**config.mk**
```make
export PLATFORM = sky130hd
export DESIGN_NAME = pwm_frac
export DESIGN_NICKNAME = d
export VERILOG_FILES = /design/src/rtl/pwm_frac_pkg.sv /design/src/rtl/pwm_frac_timebase.sv /design/src/rtl/pwm_frac_dbuf.sv /design/src/rtl/pwm_frac_outstage.sv /design/src/rtl/pwm_frac.sv
export SDC_FILE = /design/constraint.sdc
export NUM_CORES = 1
export LEC_CHECK = 0
export BUFFER_PORTS_ARGS = -buffer_cell sky130_fd_sc_hd__buf_2
export CELL_PAD_IN_SITES_DETAIL_PLACEMENT = 2
export CELL_PAD_IN_SITES_GLOBAL_PLACEMENT = 2
export CORE_MARGIN = 5
export CORE_UTILIZATION = 37
export CTS_CLUSTER_DIAMETER = 200
export DETAILED_ROUTE_END_ITERATION = 16
export HOLD_SLACK_MARGIN = 0.06
export PLACE_DENSITY = 0.93
export SYNTH_ARGS = -nofsm -noshare
export SYNTH_HDL_FRONTEND = slang
export SYNTH_HIERARCHICAL = 1
export SYNTH_SLANG_ARGS = --single-unit
```
**constraint.sdc**
```tcl
create_clock -name clk -period 6.89 [get_ports clk]
set_input_delay 1.0335 -clock clk [delete_from_list [all_inputs] [get_ports clk]]
set_output_delay 1.0335 -clock clk [all_outputs]
set_load 0.05 [all_outputs]
```
**src/rtl/pwm_frac_pkg.sv**
```systemverilog
package pwm_frac_pkg;

   // Largest prescale is 2**PS_LOG_MAX clocks per fine step group
   localparam int PS_LOG_MAX = 4;

   typedef enum logic [1:0] {
      PS_DIV1   = 2'b00,
      PS_DIV4   = 2'b01,
      PS_DIV16  = 2'b10,
      PS_DIV16B = 2'b11
   } ps_sel_e;

   // log2 of the prescale for a select code
   function automatic int ps_log2(input int code);
      case (code)
         0:       return 0;
         1:       return 2;
         default: return PS_LOG_MAX;
      endcase
   endfunction

endpackage

```
**src/rtl/pwm_frac_timebase.sv**
```systemverilog
module pwm_frac_timebase #(
   parameter int CNT_W = 8,
   parameter int SUB_W = 2,
   localparam int EXT_W  = CNT_W + SUB_W,
   localparam int FINE_W = SUB_W + pwm_frac_pkg::PS_LOG_MAX
) (
   input  logic             clk,
   input  logic             rst_n,
   input  logic             en,
   input  logic [CNT_W-1:0] period,
   input  logic [1:0]       pre_sel,
   output logic [EXT_W-1:0] ext_cnt,
   output logic [EXT_W-1:0] ext_nxt,
   output logic             wrap
);

   logic [FINE_W-1:0] fine_q, fine_n;
   logic [CNT_W-1:0]  tmr_q, tmr_n;
   logic [FINE_W-1:0] opt_last  [4];
   logic [SUB_W-1:0]  opt_sub_q [4];
   logic [SUB_W-1:0]  opt_sub_n [4];
   logic              fine_end, tmr_end;

   // One variant per prescale code: terminal fine value and sub-count slice
   for (genvar gi = 0; gi < 4; gi++) begin : g_ps
      localparam int PL = pwm_frac_pkg::ps_log2(gi);
      assign opt_last[gi]  = FINE_W'((1 << (SUB_W + PL)) - 1);
      assign opt_sub_q[gi] = SUB_W'(fine_q >> PL);
      assign opt_sub_n[gi] = SUB_W'(fine_n >> PL);
   end

   // Terminal compares use >= so a shrinking limit cannot strand a counter
   assign fine_end = (fine_q >= opt_last[pre_sel]);
   assign tmr_end  = (tmr_q >= period);
   assign wrap     = en & fine_end & tmr_end;

   always_comb begin
      fine_n = '0;
      tmr_n  = '0;
      if (en) begin
         if (fine_end) begin
            fine_n = '0;
            tmr_n  = tmr_end ? '0 : tmr_q + 1'b1;
         end else begin
            fine_n = fine_q + 1'b1;
            tmr_n  = tmr_q;
         end
      end
   end

   always_ff @(posedge clk or negedge rst_n) begin
      if (!rst_n) begin
         fine_q <= '0;
         tmr_q  <= '0;
      end else begin
         fine_q <= fine_n;
         tmr_q  <= tmr_n;
      end
   end

   assign ext_cnt = {tmr_q, opt_sub_q[pre_sel]};
   assign ext_nxt = {tmr_n, opt_sub_n[pre_sel]};

endmodule

```
**src/rtl/pwm_frac_dbuf.sv**
```systemverilog
module pwm_frac_dbuf #(
   parameter int DUTY_W = 10
) (
   input  logic              clk,
   input  logic              rst_n,
   input  logic              load,
   input  logic [DUTY_W-1:0] duty_in,
   output logic [DUTY_W-1:0] shadow_q
);

   always_ff @(posedge clk or negedge rst_n) begin
      if (!rst_n)
         shadow_q <= '0;
      else if (load)
         shadow_q <= duty_in;
   end

endmodule

```
**src/rtl/pwm_frac_outstage.sv**
```systemverilog
module pwm_frac_outstage #(
   parameter int DUTY_W = 10
) (
   input  logic              clk,
   input  logic              rst_n,
   input  logic              en,
   input  logic              load,
   input  logic [DUTY_W-1:0] duty_in,
   input  logic [DUTY_W-1:0] shadow_q,
   input  logic [DUTY_W-1:0] ext_nxt,
   output logic              pin_q
);

   logic pin_n;

   // Set at period start unless the new duty is zero; clear on match
   always_comb begin
      if (!en)
         pin_n = 1'b0;
      else if (load)
         pin_n = |duty_in;
      else if (ext_nxt == shadow_q)
         pin_n = 1'b0;
      else
         pin_n = pin_q;
   end

   always_ff @(posedge clk or negedge rst_n) begin
      if (!rst_n)
         pin_q <= 1'b0;
      else
         pin_q <= pin_n;
   end

endmodule

```
**src/rtl/pwm_frac.sv**
```systemverilog
module pwm_frac #(
   parameter int CNT_W = 8,
   parameter int SUB_W = 2,
   localparam int EXT_W = CNT_W + SUB_W
) (
   input  logic             clk,
   input  logic             rst_n,
   input  logic             pwm_en,
   input  logic [CNT_W-1:0] period_i,
   input  logic [1:0]       pre_sel_i,
   input  logic [CNT_W-1:0] duty_hi_i,
   input  logic [SUB_W-1:0] duty_lo_i,
   output logic             pwm_o,
   output logic [EXT_W-1:0] shadow_o
);

   if (CNT_W < 2) begin : g_bad_cnt
      $error("pwm_frac: CNT_W must be at least 2");
   end
   if (SUB_W < 1 || SUB_W > 4) begin : g_bad_sub
      $error("pwm_frac: SUB_W must lie in 1..4");
   end

   logic [EXT_W-1:0] ext_cnt, ext_nxt, duty_new;
   logic             wrap;

   assign duty_new = {duty_hi_i, duty_lo_i};

   pwm_frac_timebase #(.CNT_W(CNT_W), .SUB_W(SUB_W)) u_tb (
      .clk     (clk),
      .rst_n   (rst_n),
      .en      (pwm_en),
      .period  (period_i),
      .pre_sel (pre_sel_i),
      .ext_cnt (ext_cnt),
      .ext_nxt (ext_nxt),
      .wrap    (wrap)
   );

   pwm_frac_dbuf #(.DUTY_W(EXT_W)) u_dbuf (
      .clk      (clk),
      .rst_n    (rst_n),
      .load     (wrap),
      .duty_in  (duty_new),
      .shadow_q (shadow_o)
   );

   pwm_frac_outstage #(.DUTY_W(EXT_W)) u_out (
      .clk      (clk),
      .rst_n    (rst_n),
      .en       (pwm_en),
      .load     (wrap),
      .duty_in  (duty_new),
      .shadow_q (shadow_o),
      .ext_nxt  (ext_nxt),
      .pin_q    (pwm_o)
   );

endmodule

```
# Word level (Yosys, flattened, before mapping)
# Index checks and enable logic that the tools add are counted.
op_classes:
  n_addsub: 2
  n_lt_le_gt_ge: 3
  n_eq_ne: 2
  mux: 14
  bitwise_logic: 3
  n_reduce_logical: 1
op_table:
  columns: ["op", "n"]
  rows:
  - ["$mux W6", 4]
  - ["$mux W8", 3]
  - ["$bmux W6 S2", 1]
  - ["$eq A10 B10 Y1", 1]
  - ["$reduce_or A10 Y1", 1]
  - ["$add A8 B1 Y8 const B", 1]
  - ["$ge A8 B8 Y1", 1]
  - ["$add A6 B1 Y6 const B", 1]
  - ["$ge A6 B6 Y1", 1]
  - ["$bmux W2 S2", 1]
  - ["$mux W2", 2]
  - ["$ge A3 B3 Y1 const B", 1]
  - ["$mux W1", 3]
  - ["$ne A3 B1 Y1 const B", 1]
  - ["$not A2 Y3", 1]
  - ["$and A1 B1 Y1", 2]
word_totals:
  register_bits: 25
  in_bits: 23
  output_inout_bits: 11
  elab_cells: 29

# Depth between registers and ports, before layout
# Gate-level depths: netlist of the first run.
depth:
  word_depth: 14
  depth_mapped: 12
  depth_no_buf: 11

# By module
# The synthesis of the first run kept the hierarchy.
modules_own_cells:
  columns: ["mod", "n_inst", "cells_per_inst", "area_per_inst_um2", "seq_area_each_um2"]
  rows:
  - ["pwm_frac_timebase", 1, 121, 1069.8, 350.3]
  - ["pwm_frac_dbuf", 1, 21, 411.6, 250.2]
  - ["pwm_frac_outstage", 1, 21, 185.2, 25.0]

# Worst setup path before layout of the first run
# Ideal clock, no wire load.
synth_timing:
  path_type: "input -> register"
  start: "input pre_sel_i[1]"
  end: "register u_out.pin_q"
  setup_ns: 0.125
  arrival_time_ns: 2.930
  t_required_ns: 6.765
  path_slack_ns: 3.835
  cell_stages: 10
  n_path_buf: 1
  path_cell_list: "clkbuf_1 > inv_1 > ha_1 > o211ai_1 > o21ai_1 > or4b_1 > o221ai_1 > xor2_1 > nor3_1 > o21ai_1"
synth_via:
  word_cells_on_any_way: 18
  classes_between: "order compare: 1; eq/ne: 2; mux: 12; bitwise: 3"
synth_lines:
  columns: ["element", "line", "rtl"]
  rows:
  - ["start: declaration", "pwm_frac.sv:10", "input logic [1:0] pre_sel_i,"]
  - ["$not A2 Y3 (implied by the code)", "pwm_frac_timebase.sv:33", "assign fine_end = (fine_q >= opt_last[pre_sel]);"]
  - ["$bmux W6 S2", "pwm_frac_timebase.sv:33", null]
  - ["$mux W6 (implied by the code) (2 in a row)", "pwm_frac_timebase.sv:33", null]
  - ["$ge A6 B6 Y1", "pwm_frac_timebase.sv:33", null]
  - ["$mux W8", "pwm_frac_timebase.sv:41", "if (fine_end) begin"]
  - ["$mux W8", "pwm_frac_timebase.sv:40", "if (en) begin"]
  - ["via ext_nxt[7]", "pwm_frac.sv:24", "logic [EXT_W-1:0] ext_cnt, ext_nxt, duty_new;"]
  - ["$eq A10 B10 Y1", "pwm_frac_outstage.sv:22", "else if (ext_nxt == shadow_q)"]
  - ["$ne A3 B1 Y1 (no line)", null, null]
  - ["end signal: assignment", "pwm_frac_outstage.sv:32", "pin_q <= pin_n;"]
  - ["end: declaration", "pwm_frac_outstage.sv:11", "output logic pin_q"]
# The timed path passes the listed nets, and every way through them passes these cells. The select of a mux whose other input is x is not followed.
# A chain may end at the register's enable or synchronous reset.

# Worst setup path after layout of the first run
# Ends and elaborated chain as after synthesis.

==> results of run 1 <==
worst max path at each step:
stage	slack [ns]	end	from
after floorplan	3.85	u_out/pin_q$_DFFE_PN0P_	period_i[0]
after global placement	3.37	u_out/pin_q$_DFFE_PN0P_	pre_sel_i[1]
after detailed placement	3.08	u_out/pin_q$_DFFE_PN0P_	pre_sel_i[1]
after CTS	3.33	u_out/pin_q$_DFFE_PN0P_	pre_sel_i[1]
after global routing	3.09	u_out/pin_q$_DFFE_PN0P_	pre_sel_i[1]
final	3.26	u_out/pin_q$_DFFE_PN0P_	pre_sel_i[1]
critical path, delay by kind of cell:
kind | cells | cell delay (ns)
xor gates and xnor gates | 1 | 0.19
buffers and inverters | 2 | 0.20
adders and majority gates | 1 | 0.32
AOI/OAI and AO/OA | 7 | 2.04
flip-flops by register name, indices dropped and copies added, names as in the netlist:
name             count
u_dbuf/shadow_q     10
u_tb/tmr_q           8
u_out/pin_q          1
u_tb/fine_q          6
layout by cell type (no fill, tap or decap), drive strengths merged:
master / n
a211oi: 2
and3: 3
nand2: 5
a31oi: 1
and2: 1
o221ai: 1
nand3: 7
mux2: 10
dfrtp: 25
a21oi: 4
buf: 33
and2b: 1
clkbuf: 4
o311ai: 1
a2111oi: 1
o21ai: 7
or2: 1
xnor2: 9
ha: 12
inv: 12
nor2: 14
xor2: 5
nor2b: 4
or4b: 1
o211ai: 2
nand4: 4
nor3: 3
o21a: 2
o21ba: 2
nor4: 2
nand3b: 1
o22ai: 2
a22o: 5
a41oi: 1
nand2b: 2
metrics by stage:
stage	std cells	power, uW	hold WS (ns)	cell area, um^2	worst slack [ns]
3_3_place_gp	238	197.6	0.5123	1841	3.373
5_1_grt	242	301.6	0.6029	1886	3.095
3_5_place_dp	238	200.6	0.5194	1841	3.084
6_report	242	288.9	0.5627	1886	3.263
4_1_cts	242	290.3	0.5542	1886	3.330
2_1_floorplan	157	180.8	0.4672	1634	3.848
metal layers:
layer / GRT usage (%) / part of all wire, %
met1: 22.00 / 42
met5: 0 / 0
met4: 5.420 / 1.9
met2: 32.79 / 50
met3: 5.674 / 5.9
power breakdown:
part	leakage (uW)	switching, uW	internal [uW]
clock	0.0000228	47.9	41.5
sequential	0.000346	4.54	150
combinational	0.000575	27.4	17.8
layout make-up:
type | instances | area [um^2]
fillers | 481 | 2439
well taps | 52 | 65.06
clock buffers | 4 | 45.04
multi-input cells | 116 | 939.7
inverters | 12 | 45.04
repair buffers | 33 | 165.2
flip-flops and latches | 25 | 625.6
==> results_dict.tcl, run 1 <==
set metrics [dict create \
    status "complete, no violations" \
    setup_viol_count_final 0 \
    io_pins 34 \
    r2r_cells 9 \
    drc 0 \
    clock_sinks 25 \
    grt_pass1_wl_um 8797 \
    crit_arrival_ns 3.77 \
    power.density_nw_per_um2 153.2 \
    finalMaxSlewViolations 0 \
    hpwl_um 3895 \
    min_from "u_tb/fine_q[0]$_DFF_PN0_" \
    fp.dieW_um 76.46 \
    die_area_um2 5845 \
    fin_skew_ns 0.004394 \
    cpPeakStageDelay_ns 0.82 \
    grt_start_max_net_pins 26 \
    setup_tns_ns 0 \
    syn_nets 192 \
    startpoint_type "primary input" \
    cts_tree "yes" \
    slew_headroom_pct 32.61 \
    grt_overflow 0 \
    antenna_found_initial 0 \
    syn_area_um2 1634 \
    ys_warn_count 6 \
    grt_util_all_layers_pct 18.78 \
    hold_path_class "reg2reg" \
    crit_top_cell "o211ai_1" \
    first_pass_iters 4 \
    start_util_pct 37.79 \
    placementRows 24 \
    syn_to_final_growth_pct 15.39 \
    r2r_slack_ns 3.82 \
    post-route-period-util_pct 52.64 \
    required_ns 7.03 \
    drtIter0Drc 91 \
    cp-end-kind "flip-flop" \
    syn_area_per_cell_um2 10.41 \
    viasPerCell 5.698 \
    core_um2 4324 \
    worst_r2r_startpoint "u_tb/fine_q[4]$_DFF_PN0_" \
    worst_pin_slew_ns 1.006 \
    numCtsBuffers 3 \
    fp.dieH_um 76.46 \
    postCtsSetupBuffers 0 \
    place_congestion 0.7701 \
    final_util_pct 43.61 \
    slowest_stage "o211ai_1" \
    vias 1379 \
    cp_cell_sequence "buf_2 -> inv_1 -> ha_1 -> o211ai_1 -> o211ai_1 -> o21ai_0 -> a22o_1 -> xnor2_1 -> a41oi_1 -> a31oi_1 -> o21ai_1" \
    n_antenna_cell 0 \
    max-cap-violations 0 \
    rsz0062_at_grt "no" \
    syn_inst 157 \
    leakage_uw 0.0009431 \
    cts_buffer_depth 2 \
    max_freq_mhz 275.7 \
    clk_pin_slew_ns 0.08 \
    nets 226 \
    wire_per_inst_um 21.63 \
    drtAntennaViolNets 0 \
    wl_um 5234 \
    clk_latency_ns 0.27 \
    r2r_end "u_out/pin_q$_DFFE_PN0P_" \
    port_buffers 33 \
    holdBufCountCts 0 \
    hold_viol 0 \
    cp_max_fo 14 \
    peakVddDrop_mv 0.1288 \
    criticalPathCategory "in2reg" \
    h-tree-depth 1 \
    post_route_cells_drive_above_1_share_pct 28.42 \
    whs_path_depth 1 \
    min_to "u_tb/fine_q[0]$_DFF_PN0_" \
    finalCriticalPeriod_ns 3.627 \
    cts_resized 0 \
    grt_pass1_vias 1618 \
    root_buffer "clkbuf_8" \
]
Power figures use the tool's default switching activity.
==> run 2: changes to the inputs <==
Settings changed: CORE_UTILIZATION 37 to 31, PLACE_DENSITY 0.93 to 0.84.
Clock period 6.89 ns to 3.18 ns, I/O delays scaled along.
==> run 2 against run 1 <==
  * Worst hold slack got worse by 0.36 ns
  * Sequential share of layout area decreased by 0.65 points
  * Power rose by 120%
  * Via count shrank 3.6%
  * Register-to-register slack got worse by 3.5 ns
  * Sequential cell count unchanged
  * Combinational power grew 110%
  * Cell count is 8.3% higher
  * Count of clock-buffer cells in the layout did not move
  * Worst setup slack worse by 2.9 ns
  * Clock power grew 120%
  * Critical path type is now reg2reg
  * Critical endpoint unchanged
  * Highest routed layer unchanged
==> results_dict.tcl, run 2 (synthesis gave the netlist of run 1 again) <==
set metrics [dict create \
    cp_max_fo 12 \
    drtIter0Drc 56 \
    hold_path_class "in2async" \
    port_buffers 33 \
    placementRows 26 \
    r2r_slack_ns 0.35 \
    numCtsBuffers 3 \
    peakVddDrop_mv 0.1604 \
    rsz0062_at_grt "no" \
    grt_pass1_vias 1558 \
    finalCriticalPeriod_ns 2.834 \
    antenna_found_initial 0 \
    cp_cell_sequence "inv_1 -> ha_1 -> nand2b_4 -> a2111oi_4 -> nor3_1 -> nand2b_1 -> and3_1 -> nand3b_1 -> a41oi_1 -> a31oi_1 -> o21ai_1" \
    clock_sinks 25 \
    io_pins 34 \
    cts_buffer_depth 2 \
    core_um2 5107 \
    slew_headroom_pct 53.23 \
    dp_slack_ns 0.3290 \
    grt_pass1_wl_um 7969 \
    final_common_cell "buf_2" \
    clk_latency_ns 0.27 \
    fillers 569 \
    fp.dieH_um 82.60 \
    fin_cells 262 \
    max-cap-violations 0 \
    criticalPathCategory "reg2reg" \
    mostFrequentLayoutCells "buf_2, dfrtp_1, nor2_1" \
    die_area_um2 6823 \
    setup_tns_ns 0 \
    first_pass_iters 4 \
    post_route_cells_drive_above_1_share_pct 29.17 \
    hold_viol 0 \
    post-route-period-util_pct 89.13 \
    postCtsSetupBuffers 0 \
    fp.dieW_um 82.60 \
    wire_per_inst_um 18.05 \
    holdBufCountCts 0 \
    hpwl_um 3567 \
    top_regs "u_dbuf/shadow_q (10), u_tb/tmr_q (8), u_tb/fine_q (6)" \
    grt_util_all_layers_pct 15.42 \
    largest-register "u_dbuf/shadow_q" \
    fin_skew_ns 0.002293 \
    place_congestion 0.7191 \
    finalMaxSlewViolations 0 \
    dp_cells 258 \
    root_buffer "clkbuf_8" \
    clk_pin_slew_ns 0.09 \
    grt_overflow 0 \
    crit_arrival_ns 3.03 \
    drtAntennaViolNets 0 \
    worst_pin_slew_ns 0.7015 \
    setup_viol_count_final 0 \
    wl_um 4728 \
    drc 0 \
    largest_reg_flops 10 \
    slowest_stage "and3_1" \
    power_uw 624.2 \
    cts_resized 0 \
    status "complete, no violations" \
    viasPerCell 5.073 \
    cpPeakStageDelay_ns 0.44 \
    cts_tree "yes" \
    max_freq_mhz 352.8 \
    startpoint_type "flip-flop" \
    start_util_pct 31.99 \
    h-tree-depth 1 \
    nets 228 \
    syn_to_final_growth_pct 17.69 \
    cp-end-kind "flip-flop" \
    grt_start_max_net_pins 26 \
    leakage_uw 0.0009533 \
    required_ns 3.38 \
    worst_slack_ns 0.3455 \
    vias 1329 \
    n_antenna_cell 0 \
    power.density_nw_per_um2 324.6 \
]
-- run 2: cell count changes in the layout (fill, tap and decap cells not counted), sizes merged --
cell,before,now
buf,33,35
-- run 2: layout make-up --
type	instances	area (um^2)	area share, %
timing repair buffer	35	180.2	9.369
inverter	12	45.04	2.342
multi-input combinational	116	939.7	48.86
sequential	25	625.6	32.53
tap	70	87.58	4.554
clock buffer	4	45.04	2.342
-- run 2: through the flow --
stage	utilization (%)	hold slack (ns)	instance area, um^2
5_1_grt	37.65	0.2486	1923
3_5_place_dp	36.77	0.5153	1878
3_3_place_gp	36.77	0.5058	1878
2_1_floorplan	-	0.1814	1634
6_report	37.65	0.2032	1923
4_1_cts	37.65	0.2229	1923
-- run 2: worst paths after layout --
check | from | to | cells past startpoint
min reg2reg | u_tb/fine_q[0]$_DFF_PN0_ | u_tb/fine_q[0]$_DFF_PN0_ | 1
min in group clk | duty_hi_i[6] | u_dbuf/shadow_q[8]$_DFFE_PN0P_ | 2
min | rst_n | u_tb/fine_q[0]$_DFF_PN0_ | 1
max reg2reg | u_tb/tmr_q[0]$_DFF_PN0_ | u_out/pin_q$_DFFE_PN0P_ | 11
max | u_tb/tmr_q[0]$_DFF_PN0_ | u_out/pin_q$_DFFE_PN0P_ | 11
max in group asynchronous | rst_n | u_tb/tmr_q[4]$_DFF_PN0_ | 1
-- run 2: power by group --
part           internal [uW]  switching [uW]  total (uW)
registers                325            9.57         334
clock network           89.7             107         197
logic                   38.9            54.2        93.1
total                    453             171         624
-- run 2: worst max-delay path, delay by kind of cell (launching register included) --
kind	cells	cell delay, ns
AO/OA/AOI/OAI	4	0.80
adder cells (fa/ha/maj)	1	0.29
buffers and inverters	1	0.08
flip-flops	1	0.41
AND/OR/NAND/NOR	5	1.20
-- run 2: per-layer routing --
metal / wire length [um] / vias to the layer above / track usage (%)
li1: - / 627 / -
met1: 2145 / 673 / 19.33
met2: 2425 / 27 / 28.04
met3: 146 / 2 / 2.603
met4: 10 / 0 / 2.451
met5: 0 / - / 0
==> run 3: changes to the inputs <==
Clock period 3.18 ns to 2.35 ns, I/O delays scaled along.
==> run 3 against run 2 <==
  * Sequential share of layout area decreased by 5.7 points
  * Largest power group unchanged
  * Critical path type unchanged
  * Sequential cell count is the same
  * Combinational power up 99%
  * Clock skew grew 0.0084 ns
  * Fmax rose by 2.8%
  * Non-clock buffer count rose by 29
  * First-iteration DRC count is 25% lower
  * The flow now finishes with violations (setup timing)
  * Critical path depth up 1
  * Design area rose by 21%
  * Count of clock-buffer cells in the layout fell by 1
  * Global-route usage up 2.5 points
  * Worst setup slack lost 0.75 ns
==> results_dict.tcl, run 3 (synthesis gave the netlist of run 1 again) <==
set metrics [dict create \
    nets 257 \
    drtIter0Drc 42 \
    antenna_found_initial 0 \
    viasPerCell 5.371 \
    root_buffer "clkbuf_8" \
    clk_latency_ns 0.28 \
    startpoint_type "flip-flop" \
    top_regs "u_dbuf/shadow_q (10), u_tb/tmr_q (8), u_tb/fine_q (6)" \
    finalMaxSlewViolations 0 \
    max-cap-violations 0 \
    placementRows 26 \
    cp_max_fo 5 \
    hold_path_class "in2async" \
    fin_skew_ns 0.01073 \
    first_pass_iters 4 \
    max_freq_mhz 362.8 \
    post_route_cells_drive_above_1_share_pct 47.51 \
    grt_pass1_wl_um 9121 \
    violations "setup timing" \
    rsz0062_at_grt "yes" \
    drtAntennaViolNets 0 \
    worst_slack_ns -0.4061 \
    h-tree-depth 1 \
    syn_to_final_growth_pct 42.80 \
    largest_reg_flops 10 \
    fp.dieH_um 82.60 \
    vias 1563 \
    largest-register "u_dbuf/shadow_q" \
    final_util_pct 45.69 \
    grt_start_max_net_pins 26 \
    port_buffers 33 \
    power.density_nw_per_um2 391.6 \
    clk_pin_slew_ns 0.11 \
    dp_slack_ns -0.2831 \
    cts_buffer_depth 2 \
    drc 0 \
    die_area_um2 6823 \
    worst_pin_slew_ns 0.5976 \
    place_congestion 0.7625 \
    wl_um 6932 \
    multi_input_area_um2 1082 \
    cts_tree "yes" \
    hpwl_um 4221 \
    mostFrequentLayoutCells "buf_2, buf_4, dfrtp_1" \
    worst_r2r_startpoint "u_tb/tmr_q[0]$_DFF_PN0_" \
    post-route-period-util_pct 117.3 \
    n_antenna_cell 0 \
    core_um2 5107 \
    final_common_cell "buf_2" \
    slew_headroom_pct 60.16 \
    status "finished, violations left" \
    finalCriticalPeriod_ns 2.756 \
    clock_sinks 25 \
    grt_pass1_vias 1763 \
    required_ns 2.51 \
    fillers 510 \
    holdBufCountCts 0 \
    start_util_pct 31.99 \
    io_pins 34 \
    numCtsBuffers 3 \
    wire_per_inst_um 23.82 \
    setup_viol_count_final 11 \
    fp.dieW_um 82.60 \
    grt_util_all_layers_pct 17.96 \
    seq_area_um2 625.6 \
    leakage_uw 0.001141 \
    cp-end-kind "flip-flop" \
    crit_arrival_ns 2.91 \
    peakVddDrop_mv 0.3227 \
    r2r_end "u_out/pin_q$_DFFE_PN0P_" \
    grt_overflow 0 \
    r2r_cells 12 \
    hold_viol 0 \
    criticalPathCategory "reg2reg" \
    r2r_slack_ns -0.41 \
]
==> run 3: cell type report <==
class / count / share of cell area [%]
flip-flops and latches: 25 / 26.81
repair buffers: 64 / 19.03
clock buffers: 3 / 1.769
multi-input cells: 116 / 46.38
inverters: 12 / 1.930
clock inverters: 1 / 0.3217
well taps: 70 / 3.753
==> run 3: layer usage <==
metal	vias to the layer above	part of all wire [%]	global-route usage [%]
met4	0	2.5	6.536
met3	12	3.6	2.386
met1	817	39	20.11
met2	44	55	34.21
li1	690	-	-
met5	-	0	0
==> run 3: timing repair <==
action,4_1_cts,5_1_grt
endpoints found under the setup margin,11,11
cloned,0,1
buffers inserted,5,3
pin swaps,14,9
resized for setup,16,10
==> run 3: worst max path at each step <==
stage	startpoint	to	slack, ns
detailed placement	period_i[0]	u_out/pin_q$_DFFE_PN0P_	-0.28
global route	u_tb/tmr_q[3]$_DFF_PN0_	u_out/pin_q$_DFFE_PN0P_	-0.51
floorplan	u_tb/tmr_q[0]$_DFF_PN0_	u_out/pin_q$_DFFE_PN0P_	0.003
CTS	u_tb/tmr_q[7]$_DFF_PN0_	u_out/pin_q$_DFFE_PN0P_	-0.20
finish	u_tb/tmr_q[0]$_DFF_PN0_	u_out/pin_q$_DFFE_PN0P_	-0.41
global placement	period_i[0]	u_out/pin_q$_DFFE_PN0P_	-0.16
==> run 3: power by group <==
part           switching (uW)  internal (uW)  leakage [uW]
sequential               9.97            439      0.000346
combinational             106           79.2      0.000774
clock                     159            121     0.0000217
total                     275            639       0.00114
==> run 3: metrics by stage <==
step           total power (uW)  std cells  instance area, um^2  hold WS (ns)  setup TNS, ns
6_report                  913.8        291                 2333       0.06335         -1.701
5_1_grt                   956.2        291                 2333       0.08630         -2.098
4_1_cts                   894.8        287                 2221       0.09267        -0.9724
3_5_place_dp              605.3        278                 2042        0.3977         -1.096
3_3_place_gp              594.4        278                 2042        0.3825        -0.1801
2_1_floorplan             530.0        157                 1635       0.05691              0
==> run 3: worst max-delay path: stages (launching register included) <==
cell and delay (ns):
dfrtp_1 0.42, inv_2 0.10, ha_4 0.20, nand2b_4 0.14, a2111oi_4 0.41, o311ai_4 0.18
buf_4 0.17, o21ai_0 0.24, a22o_1 0.24, xnor2_1 0.14, nand4_1 0.15, nor3_2 0.16
o21ai_1 0.08
